### src/rtl/dram_seq_pkg.sv
package dram_seq_pkg;

  typedef enum logic [2:0] {
    ST_IDLE,
    ST_PRE,
    ST_ROW,
    ST_COL1,
    ST_COL2,
    ST_SCOL
  } seq_state_t;

endpackage

### src/rtl/dram_row_track.sv
module dram_row_track #(
  parameter int ROW_W = 8
) (
  input  logic             clk,
  input  logic             rst_n,
  input  logic             load,
  input  logic [ROW_W-1:0] row_in,
  output logic             hit
);

  logic [ROW_W-1:0] open_row_q;
  logic             open_vld_q;

  always_ff @(posedge clk) begin
    if (!rst_n) begin
      open_row_q <= '0;
      open_vld_q <= 1'b0;
    end else if (load) begin
      open_row_q <= row_in;
      open_vld_q <= 1'b1;
    end
  end

  assign hit = open_vld_q && (open_row_q == row_in);

endmodule

### src/rtl/dram_cas_duty.sv
module dram_cas_duty #(
  parameter int TICKS = 20
) (
  input  logic clk,
  input  logic rst_n,
  input  logic run,
  input  logic duty35,
  output logic cas_high,
  output logic last
);

  localparam int CNT_W = (TICKS > 1) ? $clog2(TICKS) : 1;
  localparam int HI50  = TICKS / 2;
  localparam int HI35  = (TICKS * 7) / 20;

  logic [CNT_W-1:0] tick_q;
  logic [CNT_W-1:0] hi_lim;

  assign hi_lim   = duty35 ? CNT_W'(HI35) : CNT_W'(HI50);
  assign last     = run && (tick_q == CNT_W'(TICKS - 1));
  assign cas_high = tick_q < hi_lim;

  always_ff @(posedge clk) begin
    if (!rst_n || !run || last) tick_q <= '0;
    else                        tick_q <= tick_q + 1'b1;
  end

endmodule

### src/rtl/dram_page_seq.sv
module dram_page_seq
  import dram_seq_pkg::*;
#(
  parameter int ROW_W  = 8,
  parameter int COL_W  = 8,
  parameter int DATA_W = 16,
  parameter int TICKS  = 20
) (
  input  logic                   clk,
  input  logic                   rst_n,
  input  logic                   ras_down_en,
  input  logic                   cas_duty35,
  input  logic                   long_pitch,
  input  logic                   other_busy,
  input  logic                   wait_n,
  input  logic                   req_valid,
  output logic                   req_ready,
  input  logic [ROW_W+COL_W-1:0] req_addr,
  input  logic                   req_we,
  input  logic [DATA_W-1:0]      req_wdata,
  output logic                   rsp_valid,
  output logic [DATA_W-1:0]      rsp_rdata,
  output logic                   ras_n,
  output logic                   cas_n,
  output logic                   we_n,
  output logic [ROW_W-1:0]       dram_addr,
  output logic [DATA_W-1:0]      dq_o,
  output logic                   dq_oe,
  input  logic [DATA_W-1:0]      dq_i
);

  localparam int ADDR_W = ROW_W + COL_W;

  seq_state_t st_q, st_d;
  logic       ras_on_q;
  logic       row_hit, duty_high, duty_last;
  logic       col_phase, done, start_ok;
  logic [ROW_W-1:0] row_of_req, col_wide;
  seq_state_t first_col;

  assign row_of_req = req_addr[ADDR_W-1:COL_W];

  always_comb begin
    col_wide = '0;
    col_wide[COL_W-1:0] = req_addr[COL_W-1:0];
  end

  dram_row_track #(.ROW_W(ROW_W)) u_row (
    .clk    (clk),
    .rst_n  (rst_n),
    .load   (st_q == ST_ROW),
    .row_in (row_of_req),
    .hit    (row_hit)
  );

  dram_cas_duty #(.TICKS(TICKS)) u_duty (
    .clk      (clk),
    .rst_n    (rst_n),
    .run      (st_q == ST_SCOL),
    .duty35   (cas_duty35),
    .cas_high (duty_high),
    .last     (duty_last)
  );

  assign start_ok  = req_valid && !other_busy;
  assign first_col = long_pitch ? ST_COL1 : ST_SCOL;
  assign col_phase = (st_q == ST_COL1) || (st_q == ST_COL2) || (st_q == ST_SCOL);
  assign done      = ((st_q == ST_COL2) && wait_n) || ((st_q == ST_SCOL) && duty_last);

  always_comb begin
    st_d = st_q;
    unique case (st_q)
      ST_IDLE: if (start_ok) begin
                 if (!row_hit)       st_d = ST_PRE;
                 else if (!ras_on_q) st_d = ST_ROW;
                 else                st_d = first_col;
               end
      ST_PRE:  st_d = ST_ROW;
      ST_ROW:  st_d = first_col;
      ST_COL1: st_d = ST_COL2;
      ST_COL2: if (wait_n) st_d = ST_IDLE;
      ST_SCOL: if (duty_last) st_d = ST_IDLE;
      default: st_d = ST_IDLE;
    endcase
  end

  always_ff @(posedge clk) begin
    if (!rst_n) begin
      st_q     <= ST_IDLE;
      ras_on_q <= 1'b0;
    end else begin
      st_q <= st_d;
      if (st_q == ST_ROW)
        ras_on_q <= 1'b1;
      else if (st_q == ST_PRE)
        ras_on_q <= 1'b0;
      else if (st_q == ST_IDLE && other_busy && !ras_down_en)
        ras_on_q <= 1'b0;
    end
  end

  always_ff @(posedge clk) begin
    if (!rst_n) begin
      rsp_valid <= 1'b0;
      rsp_rdata <= '0;
    end else begin
      rsp_valid <= done && !req_we;
      if (done && !req_we) rsp_rdata <= dq_i;
    end
  end

  always_comb begin
    unique case (st_q)
      ST_IDLE: ras_n = !ras_on_q;
      ST_PRE:  ras_n = 1'b1;
      default: ras_n = 1'b0;
    endcase
    unique case (st_q)
      ST_COL1, ST_COL2: cas_n = 1'b0;
      ST_SCOL:          cas_n = duty_high;
      default:          cas_n = 1'b1;
    endcase
  end

  assign dram_addr = col_phase ? col_wide : row_of_req;
  assign we_n      = !(col_phase && req_we);
  assign dq_oe     = col_phase && req_we;
  assign dq_o      = req_wdata;
  assign req_ready = done;

endmodule

### config.mk
export PLATFORM = sky130hd
export DESIGN_NAME = dram_page_seq
export DESIGN_NICKNAME = d
export VERILOG_FILES = /design/src/rtl/dram_seq_pkg.sv /design/src/rtl/dram_row_track.sv /design/src/rtl/dram_cas_duty.sv /design/src/rtl/dram_page_seq.sv
export SDC_FILE = /design/constraint.sdc
export NUM_CORES = 1
export LEC_CHECK = 0
export CAP_MARGIN = 15
export CORE_MARGIN = 2
export CORE_UTILIZATION = 56
export DETAILED_ROUTE_END_ITERATION = 10
export DONT_BUFFER_PORTS = 1
export GPL_TIMING_DRIVEN = 0
export PLACE_DENSITY_LB_ADDON = 0.25
export SLEW_MARGIN = 20
export SYNTH_ARGS = -nofsm -noshare
export SYNTH_HDL_FRONTEND = slang
export SYNTH_SLANG_ARGS = --single-unit
### constraint.sdc
create_clock -name clk -period 1.9 [get_ports clk]
set_clock_uncertainty 0.1 [all_clocks]
set_input_delay 0.475 -clock clk [delete_from_list [all_inputs] [get_ports clk]]
set_output_delay 0.475 -clock clk [all_outputs]
set_load 0.005 [all_outputs]
# Yosys cells after proc, flatten, opt, wreduce, memory -nomap -nowiden
# Index checks and enable logic that the tools add are counted.
# classes
muxes	14
eq_ne	10
n_addsub	1
n_reduce_logical	25
magnitude_cmp	1
# ops
op	n
$mux 3	6
$pmux 3 s6	1
$logic_and 1x1->1	9
$eq 8x8->1	1
$mux 8	1
$logic_not 1->1	7
$eq 3x2->1 const B	2
$eq 3x3->1 const B	2
$ne 2x2->1 const B	3
$add 5x1->5 const B	1
$eq 5x5->1 const B	1
$logic_or 1x1->1	5
$lt 5x5->1	1
$mux 4	1
$pmux 1 s2	2
$eq 3x1->1 const B	1
$logic_not 3->1	1
$mux 1	3
$reduce_and 3->1	1
$reduce_bool 3->1	1
$reduce_or 2->1	1
# word_totals
inputBits	57
elab_cells	58
ff_bits	35

# Logic depth before layout (Yosys ltp)
# Gate-level depths: netlist of the first run.
# depth
word_depth	6
mapped_depth	6
mapped_depth_nobuf	5

# Cells and area by module
# From an unflattened synthesis of the first run, not the netlist that was laid out.
# hier_totals
hier_cells	204
hier_area_um2	1941.9
# modules_own_cells
mod	area_per_inst_um2	cells_each	instances
dram_page_seq	1265.0	138	1
dram_row_track	424.2	39	1
dram_cas_duty	252.7	27	1

# Worst setup path before layout of the first run
# OpenSTA, ideal clock, no wires.
# synth_path
path_type	input -> output
startpoint	in cas_duty35
endpoint	out cas_n
path_slack_ps	-177
required_time_ps	1325
t_arrival_ps	1502
path_buffers	0
cell_stages	5
cell_sequence	inv_1 -> ha_1 -> a31o_2 -> a2111o_1 -> a2bb2oi_1
# synth_between
elab_chain_len	3
# synth_rtl
item	line	rtl
start, declared	dram_page_seq.sv:12	input logic cas_duty35,
$mux 4	dram_cas_duty.sv:19	assign hi_lim = duty35 ? CNT_W'(HI35) : CNT_W'(HI50);
$lt 5x5->1	dram_cas_duty.sv:21	assign cas_high = tick_q < hi_lim;
$pmux 1 s2	dram_page_seq.sv:118	unique case (st_q)
end, declared	dram_page_seq.sv:24	output logic cas_n,
# Every way passes these cells.

# Worst setup path in the final report of the first run
# layout_path
startpoint	reg u_duty.tick_q[2]
endpoint	out cas_n
# layout_between
elab_chain_len	2
# layout_rtl
item	line	rtl
start, declared	dram_cas_duty.sv:16	logic [CNT_W-1:0] tick_q;
start signal, assigned	dram_cas_duty.sv:25	else tick_q <= tick_q + 1'b1;
$lt 5x5->1	dram_cas_duty.sv:21	
$pmux 1 s2	dram_page_seq.sv:118	
# Every way passes these cells.

==> flow_summary_export.csv, run 1 <==
group,metric,value,unit
worst_setup_path,crit_fanout,2,
placed_design,place.gp.congestion,0.766,
power,ir_drop,0.403,mV
logic_synthesis,synth_edf_count,0,
layout,final_cell_mix,"dfxtp_1, buf_4, a21oi_1",
logic_synthesis,synthDistinctLibCells,42,
layout,drive_gt1_share,31.5,%
logic_synthesis,synth_nets,277,
detailed_routing,viasPerCell,6.05,
worst_setup_path,start_kind,"flop",
global_routing,grt_pass1_vias,1681,
logic_synthesis,ys_seq_area_share,35.6,%
die,dieArea,4000,um^2
run_status,failed_checks,"negative setup slack",
global_routing,antenna_found_initial,0,
job,maxCapViolations,0,
layout,fill_cells,287,
placed_design,pre_cts_ws,-0.223,ns
logic_synthesis,yosys_warnings,0,
logic_synthesis,synth_area_leader_cell,"dfxtp_1",
layout,area_growth,16.4,%
detailed_routing,vias,1681,
clocking,cts_buffers,5,
worst_setup_path,cp-end-kind,"output pin",
detailed_routing,drc,0,
layout,nets,291,
global_routing,grt_max_degree,12,
timing,finalMaxSlewViolations,0,
timing,layout_setup_ws,-0.398,ns
timing,finalHoldViolCount,0,
worst_setup_path,max_stage_delay,0.39,ns
logic_synthesis,async_flop_share,0,%
die,core,3360,um^2
die,die_x,63.3,um
global_routing,grtUsageMet1,28.1,%
worst_hold_path,min_from,"dq_i[9]",
logic_synthesis,synth_area_leaders,"dfxtp_1, buf_4, o31ai_1",
power,cellPowerDensity,591,nW/um^2
worst_setup_path,required,1.32,ns
clocking,clk_latency,0.37,ns
placed_design,hpwl,3540,um
die,rows,21,
global_routing,grtUsageTotal,25.2,%
detailed_routing,drtAntennaViolNets,0,
worst_setup_path,critPathArrivalTime,1.72,ns
detailed_routing,drtIter0Drc,119,
timing,fmax,435,MHz
timing,min_period_over_period,121,%
clocking,cts_max_level,2,
logic_synthesis,synthCells,217,
worst_hold_path,hold_depth,2,
clocking,clock_sinks,35,
detailed_routing,routed_wl,4850,um
die,start_util,58.5,%
worst_setup_path,critical_path_buf_inv_count,0,
global_routing,overflow,0,
timing,maxSlewHeadroom,68.3,%
detailed_routing,dr.pass1.iters,4,
timing,setup_viol,12,
detailed_routing,wire_per_inst,17.5,um
worst_setup_path,path_cells,"ha_4 > a31o_4 > a2111o_1 > a2bb2oi_2",
worst_setup_path,crit_slowest_cell,"a2111o_1",
layout,layout_commonest_cell,"dfxtp_1",
power,power,1.35,mW
timing,worst_pin_slew,0.476,ns
worst_setup_path,rr_endpoint,"rsp_rdata[6]",
placed_design,numPortBuffers,0,
global_routing,grt_pass1_wl,7980,um
clocking,clock-root-buffer,"clkbuf_4",
run_status,outcome,"finished, violations left",
global_routing,global_route.usage.met2,45.9,%
global_routing,grt.met3_usage,8.39,%
clocking,path_clk_slew,0.12,ns
worst_setup_path,critPathTopFamily,"compound AO/OA/AOI/OAI gates",
power,power_leakage,0.824,nW
worst_setup_path,rr_worst_depth,7,
clocking,clockBufferDepth,2,
worst_setup_path,r2r_start,"u_duty.tick_q[2]",
logic_synthesis,avgSynthCellArea,9.06,um^2
layout,n_antenna_cell,0,
logic_synthesis,syn-cell-area,1970,um^2
timing,grt_setup_unrepaired,"yes",
global_routing,grt_busiest_layer,"met2",
clocking,cts_tree,"done",
worst_hold_path,min_path_type,"input pin to flop",
worst_hold_path,worstHoldEndpoint,"rsp_rdata[9]",
die,pin_count,103,
worst_setup_path,worstSetupPathType,"flop to output pin",
timing,min_period,2.30,ns
die,fp.dieH,63.3,um
logic_synthesis,yosys_most_used_dff,"dfxtp_1",
logic_synthesis,netlist.area_leader.share,35.6,%
worst_setup_path,ff2ff_setup_slack,0.08,ns
logic_synthesis,synth_seq_cells,35,
layer usage:
metal | up-vias | share of wire (%)
met1 | 796 | 37
li1 | 800 | -
met5 | - | 0
met2 | 78 | 54
met4 | 0 | 0.95
met3 | 7 | 7.9
how the worst max path moves through the flow:
| stage | to | cells past startpoint | slack, ns | from |
|---|---|---|---|---|
| after CTS | cas_n | 4 | -0.45 | u_duty.tick_q[2] |
| after detailed placement | cas_n | 4 | -0.22 | u_duty.tick_q[2] |
| after global routing | cas_n | 4 | -0.45 | u_duty.tick_q[2] |
| final | cas_n | 4 | -0.40 | u_duty.tick_q[2] |
| after global placement | cas_n | 5 | -0.16 | cas_duty35 |
| after floorplan | cas_n | 5 | -0.09 | cas_duty35 |
cell families after synthesis:
family	count (synthesis)	synth area share [%]
flip-flops	35	35.6
AO/OA/AOI/OAI	49	16.4
adder cells (fa/ha/maj)	3	1.91
XOR/XNOR	10	4.45
buffers and inverters	41	12.8
AND/OR/NAND/NOR	59	17.2
multiplexers	20	11.6
through the flow:
step | utilization, % | instance area, um^2 | instances | setup TNS [ns] | hold WS [ns]
2_1_floorplan | - | 2000 | 217 | -0.0902 | 0.326
3_3_place_gp | 61.2 | 2060 | 263 | -0.690 | 0.341
3_5_place_dp | 61.2 | 2060 | 263 | -1.02 | 0.350
4_1_cts | 67.7 | 2280 | 278 | -2.49 | 0.136
5_1_grt | 68.1 | 2290 | 278 | -2.40 | 0.137
6_report | 68.1 | 2290 | 278 | -1.90 | 0.142
sequential cells by signal (all words and copies together), names as in the netlist:
name and cells:
ras_on_q 1, rsp_rdata 16, rsp_valid 1, st_q 3, u_duty.tick_q 5, u_row.open_row_q 8
u_row.open_vld_q 1
cells in the mapped netlist, types with 2 or more instances:
| cell | count |
|---|---|
| nor2_1 | 19 |
| mux2_2 | 7 |
| buf_4 | 20 |
| nor4_1 | 2 |
| a21oi_1 | 21 |
| buf_2 | 6 |
| buf_6 | 2 |
| nand4_1 | 19 |
| o21ai_0 | 3 |
| nand2b_1 | 3 |
| nand2_1 | 3 |
| xor2_1 | 8 |
| nand3_1 | 2 |
| clkbuf_1 | 4 |
| dfxtp_1 | 35 |
| xnor2_1 | 2 |
| a211oi_1 | 2 |
| mux2i_1 | 10 |
| ha_1 | 3 |
| nor3b_1 | 2 |
| o31ai_1 | 16 |
| inv_1 | 8 |
power breakdown:
part	internal (mW)	switching, mW	leakage [nW]	total, mW
Sequential	0.740	0.00803	0.286	0.748
Combinational	0.0981	0.105	0.510	0.204
Clock	0.143	0.260	0.0282	0.402
Total	0.980	0.373	0.824	1.35
cell type report:
| cell class | instances | area (um^2) | area share [%] |
|---|---|---|---|
| Multi-Input combinational cell | 142 | 1130 | 49.2 |
| Clock inverter | 2 | 12.5 | 0.546 |
| Sequential cell | 35 | 716 | 31.3 |
| Inverter | 9 | 41.3 | 1.80 |
| Clock buffer | 6 | 41.3 | 1.80 |
| Buffer | 28 | 203 | 8.85 |
| Timing Repair Buffer | 10 | 91.3 | 3.99 |
| Tap cell | 46 | 57.6 | 2.51 |
what timing repair did:
item | in CTS | in global routing
pin swaps | 6 | 3
gates resized for setup | 30 | 2
setup endpoints to repair | 13 | 12
hold buffers | 0 | 0
cloned | 1 | 0
setup buffers | 8 | 2
No activity file was read; power rests on OpenSTA's default activity.
==> inputs of run 2 (changes only) <==
CORE_UTILIZATION = 45   (was 56)
REMOVE_ABC_BUFFERS = 1   (was unset)
==> run 2 against run 1 <==
The flow still finishes with violations (negative setup slack). Global-route usage shrank 3.5 points. Final cell count increased by 0.72%. Core utilization down 9.9 points. Flip-flop and latch count unchanged. First-iteration DRC count shrank 35%. Wire length grew 15%. Total power increased by 22%. Critical path type unchanged.
==> flow_summary_export.csv, run 2 (same netlist as run 1, synthesis figures left out) <==
group,metric,value,unit
power,power,1.65,mW
timing,worst_pin_slew,0.522,ns
worst_setup_path,crit_fanout,2,
power,power_leakage,0.890,nW
global_routing,grtUsageTotal,21.7,%
worst_setup_path,cp-end-kind,"output pin",
layout,area_growth,27.0,%
global_routing,grt_max_degree,29,
timing,hold_ws,0.143,ns
detailed_routing,dr.pass1.iters,4,
timing,grt_setup_unrepaired,"yes",
job,maxCapViolations,0,
clocking,cts-hold-fix-buffers,0,
detailed_routing,drtIter0Drc,77,
global_routing,grt_pass1_wl,8380,um
worst_setup_path,critPathLaunch,"u_duty.tick_q[2]",
global_routing,grt_pass1_vias,1703,
detailed_routing,routed_wl,5600,um
layout,layout_commonest_cell,"dfxtp_1",
die,fp.dieH,70.1,um
worst_setup_path,rr_worst_depth,10,
die,core,4290,um^2
clocking,clockBufferDepth,2,
detailed_routing,viasPerCell,6.18,
clocking,clk_latency,0.29,ns
die,rows,24,
clocking,clock-root-buffer,"clkbuf_8",
worst_setup_path,critPathArrivalTime,1.61,ns
detailed_routing,vias,1731,
worst_setup_path,worstSetupPathType,"flop to output pin",
global_routing,antenna_found_initial,0,
clocking,clock_sinks,35,
worst_setup_path,critical_path.endpoint,"cas_n",
power,cellPowerDensity,660,nW/um^2
power,ir_drop,0.350,mV
worst_setup_path,ff2ff_setup_slack,-0.11,ns
global_routing,overflow,0,
timing,setup_viol,23,
layout,final_cell_mix,"dfxtp_1, nand4_1, a21oi_1",
layout,fin_cells,280,
placed_design,hpwl,3170,um
worst_setup_path,critPathTopFamily,"compound AO/OA/AOI/OAI gates",
run_status,failed_checks,"negative setup slack",
run_status,outcome,"finished, violations left",
die,pin_count,103,
die,dieArea,4920,um^2
layout,nets,287,
layout,biggestRegsByFlops,"rsp_rdata x16, u_row.open_row_q x8, u_duty.tick_q x5",
timing,maxSlewHeadroom,65.2,%
die,die_x,70.1,um
timing,layout_setup_ws,-0.286,ns
placed_design,dp.cells,237,
clocking,cts_max_level,2,
worst_hold_path,min_path_type,"input pin to flop",
detailed_routing,drc,0,
clocking,cts_buffers,5,
die,start_util,45.8,%
placed_design,numPortBuffers,0,
layout,regMostFlops,"rsp_rdata",
worst_setup_path,required,1.32,ns
clocking,path_clk_slew,0.08,ns
layout,drive_gt1_share,39.5,%
placed_design,place.gp.congestion,0.771,
worst_setup_path,max_stage_delay,0.37,ns
worst_setup_path,crit_cells,4,
detailed_routing,drtAntennaViolNets,0,
timing,finalSetupTns,-2.09,ns
timing,finalHoldViolCount,0,
worst_setup_path,r2r_start,"u_duty.tick_q[2]",
layout,fin_util,58.2,%
worst_setup_path,rr_endpoint,"rsp_rdata[15]",
timing,min_period_over_period,115,%
layout,largest_reg_flops,16,
detailed_routing,wire_per_inst,20.0,um
layout,n_antenna_cell,0,
clocking,cts_tree,"done",
timing,finalMaxSlewViolations,0,
worst_setup_path,critical_path_buf_inv_count,0,
timing,fmax,458,MHz
worst_setup_path,start_kind,"flop",
worst_setup_path,path_cells,"ha_4 > a31o_4 > a2111o_1 > a2bb2oi_2",
worst_setup_path,crit_slowest_cell,"a2111o_1",
timing,min_period,2.19,ns
==> run 2: cell types whose count changed in the layout (fill, tap and decap cells not counted), sizes merged <==
cell,previous run,this run
nand2b,3,4
mux2i,11,12
clkinvlp,1,0
bufinv,0,1
mux2,9,10
clkbuf,10,6
buf,34,31
==> run 2: how the worst min path moves through the flow <==
| stage | start | to | slack [ns] | depth (start not counted) |
|---|---|---|---|---|
| final | req_we | rsp_valid | 0.14 | 1 |
| after global routing | req_we | rsp_valid | 0.14 | 1 |
| after CTS | req_we | rsp_valid | 0.15 | 1 |
| after detailed placement | u_row.open_vld_q | u_row.open_vld_q | 0.35 | 2 |
| after global placement | u_duty.tick_q[0] | u_duty.tick_q[0] | 0.34 | 1 |
| after floorplan | u_duty.tick_q[0] | u_duty.tick_q[0] | 0.33 | 1 |
==> run 2: repair_timing <==
item / 4_1_cts / 5_1_grt
hold endpoints to repair: 0 / 0
pin swaps: 9 / 23
gates cloned: 4 / 0
gates resized for setup: 31 / 38
setup endpoints to repair: 20 / 32
buffers inserted: 22 / 10
==> run 2: metrics by stage <==
step | area [um^2] | worst slack (ns)
after floorplan | 1750 | -0.203
after global placement | 1810 | -0.504
after detailed placement | 1810 | -0.596
after CTS | 2260 | -0.304
after global routing | 2500 | -0.343
final | 2500 | -0.286
==> run 2: worst reg2reg max path, delay by kind of cell, from the launching register on <==
family / cells / cell delay [ns]
buffers and inverters: 6 / 0.71
flip-flops: 1 / 0.36
AND/OR/NAND/NOR: 1 / 0.32
AO/OA/AOI/OAI: 2 / 0.28
multiplexers: 1 / 0.10
==> run 2: area by class of cell <==
class                      count  area (um^2)
fill                         389         1800
multi-input combinational    145         1280
tap                           52         65.1
clock inverter                 2         35.0
inverter                       9         33.8
timing repair buffer          31          282
clock buffer                   6         82.6
sequential                    35          718
==> run 2: routing by layer <==
layer | share of wire [%] | vias up | wire length (um) | track usage (%)
li1 | - | 795 | - | -
met1 | 37 | 830 | 2050 | 24.7
met2 | 52 | 96 | 2930 | 36.3
met3 | 9.5 | 10 | 533 | 9.96
met4 | 1.5 | 0 | 84 | 6.84
met5 | 0 | - | 0 | 0
==> run 2: report_power, final <==
part	leakage (nW)	switching, mW	internal, mW	total (mW)
sequential	0.286	0.00824	0.738	0.746
combinational	0.542	0.104	0.0890	0.193
clock	0.0612	0.285	0.425	0.710
total	0.890	0.398	1.25	1.65
==> inputs of run 3 (changes only) <==
clock period = 1.8 ns   (was 1.9 ns; I/O delays follow)
==> run 3 against run 2 <==
Total power grew 7.3%. Sequential power grew 5.6%. Critical path depth is the same. The flow still finishes with violations (negative setup slack). Critical path type unchanged. Hold slack lost 0.026 ns. Global-route usage grew 0.33 points. Setup slack lost 0.071 ns. Flip-flop and latch count is the same. First-iteration DRC count shrank 36%. Clock power grew 5.4%. Combinational power grew 21%. Wire length grew 2.4%. Design area grew 4.8%.
==> flow_summary_export.csv, run 3 (same netlist as run 1, synthesis figures left out) <==
group,metric,value,unit
timing,maxSlewHeadroom,62.6,%
global_routing,grt_max_degree,29,
detailed_routing,dr.pass1.iters,4,
placed_design,place.gp.congestion,0.771,
worst_hold_path,min_path_type,"input pin to flop",
power,ir_drop,0.365,mV
clocking,clk_latency,0.29,ns
worst_setup_path,required,1.25,ns
worst_setup_path,crit_fanout,2,
global_routing,grt_pass1_vias,1728,
layout,final_cell_mix,"dfxtp_1, buf_4, nand4_1",
job,maxCapViolations,0,
layout,n_antenna_cell,0,
clocking,cts-hold-fix-buffers,0,
layout,area_growth,33.1,%
global_routing,grt_pass1_wl,8500,um
timing,hold_ws,0.116,ns
timing,worst_pin_slew,0.561,ns
worst_setup_path,start_kind,"flop",
timing,min_period_over_period,120,%
placed_design,numPortBuffers,0,
clocking,clock-root-buffer,"clkbuf_8",
worst_setup_path,crit_slowest_cell,"a2111o_1",
clocking,cts_max_level,2,
layout,drive_gt1_share,44.6,%
die,die_x,70.1,um
timing,setup_viol,29,
layout,fill_cells,367,
die,dieArea,4920,um^2
power,cellPowerDensity,676,nW/um^2
clocking,cts_buffers,5,
layout,biggestRegsByFlops,"rsp_rdata x16, u_row.open_row_q x8, u_duty.tick_q x5",
timing,fmax,464,MHz
detailed_routing,viasPerCell,6.18,
die,pin_count,103,
clocking,cts_tree,"done",
timing,finalHoldViolCount,0,
detailed_routing,vias,1750,
placed_design,hpwl,3170,um
die,start_util,45.8,%
placed_design,place_area,1810,um^2
worst_setup_path,critPathArrivalTime,1.61,ns
detailed_routing,routed_wl,5730,um
detailed_routing,drtIter0Drc,49,
power,power_leakage,0.930,nW
detailed_routing,drc,0,
run_status,failed_checks,"negative setup slack",
layout,nets,290,
worst_setup_path,max_stage_delay,0.37,ns
clocking,path_clk_slew,0.08,ns
die,core,4290,um^2
layout,fin_util,61.0,%
layout,layout_commonest_cell,"dfxtp_1",
clocking,clockBufferDepth,2,
global_routing,overflow,0,
worst_setup_path,worstSetupPathType,"flop to output pin",
layout,largest_reg_flops,16,
layout,regMostFlops,"rsp_rdata",
detailed_routing,drtAntennaViolNets,0,
global_routing,grtUsageTotal,22.1,%
timing,layout_setup_ws,-0.356,ns
timing,min_period,2.16,ns
run_status,outcome,"finished, violations left",
die,fp.dieH,70.1,um
global_routing,antenna_found_initial,0,
layout,fin_area,2620,um^2
detailed_routing,wire_per_inst,20.3,um
worst_setup_path,cp-end-kind,"output pin",
timing,grt_setup_unrepaired,"yes",
die,rows,24,
power,power,1.77,mW
worst_setup_path,path_cells,"ha_4 > a31o_4 > a2111o_1 > a2bb2oi_2",
timing,finalMaxSlewViolations,0,
clocking,clock_sinks,35,
-- run 3: timing repair --
| item | in CTS | in global routing |
|---|---|---|
| setup buffers | 24 | 12 |
| hold endpoints to repair | 0 | 0 |
| endpoints found under the setup margin | 34 | 37 |
| cloned | 4 | 1 |
| pin swaps | 12 | 24 |
| gates resized for setup | 54 | 32 |
-- run 3: final timing paths --
path | startpoint | end | slack, ns | cells after the start
setup / recovery | u_duty.tick_q[2] | cas_n | -0.36 | 4
hold / removal | req_we | rsp_valid | 0.12 | 1
setup reg to reg | u_duty.tick_q[2] | rsp_rdata[7] | -0.24 | 10
hold reg to reg | u_duty.tick_q[0] | u_duty.tick_q[0] | 0.36 | 1
-- run 3: metal layers --
layer  vias up  track usage, %  share of wire [%]
li1        804               -                  -
met1       849            24.4                 37
met2        87            36.3                 53
met3        10            10.2                8.7
met4         0            9.40                1.9
met5         -               0                  0
-- run 3: layout make-up --
| class | count | area (um^2) | share of cell area [%] |
|---|---|---|---|
| tap | 52 | 65.1 | 2.49 |
| clock buffer | 6 | 82.6 | 3.15 |
| clock inverter | 2 | 35.0 | 1.34 |
| timing repair buffer | 34 | 325 | 12.4 |
| multi-input combinational | 145 | 1360 | 51.9 |
| inverter | 9 | 33.8 | 1.29 |
| sequential | 35 | 718 | 27.4 |
-- run 3: power by group --
group | leakage, nW | switching (mW) | internal [mW]
combinational | 0.582 | 0.123 | 0.110
clock | 0.0612 | 0.300 | 0.448
sequential | 0.286 | 0.00884 | 0.779
total | 0.930 | 0.432 | 1.34
-- run 3: through the flow --
stage          cells  setup WS, ns  TNS, ns
3_5_place_dp     237        -0.671    -8.88
2_1_floorplan    185        -0.278    -2.32
3_3_place_gp     237        -0.579    -6.23
4_1_cts          273        -0.379    -2.10
6_report         283        -0.356    -4.27
5_1_grt          283        -0.402    -5.94
-- run 3: critical path, delay by kind of cell (launching register included) --
family | cells | cell delay, ns
compound gates | 3 | 0.75
flops | 1 | 0.36
fa+ha+maj | 1 | 0.21
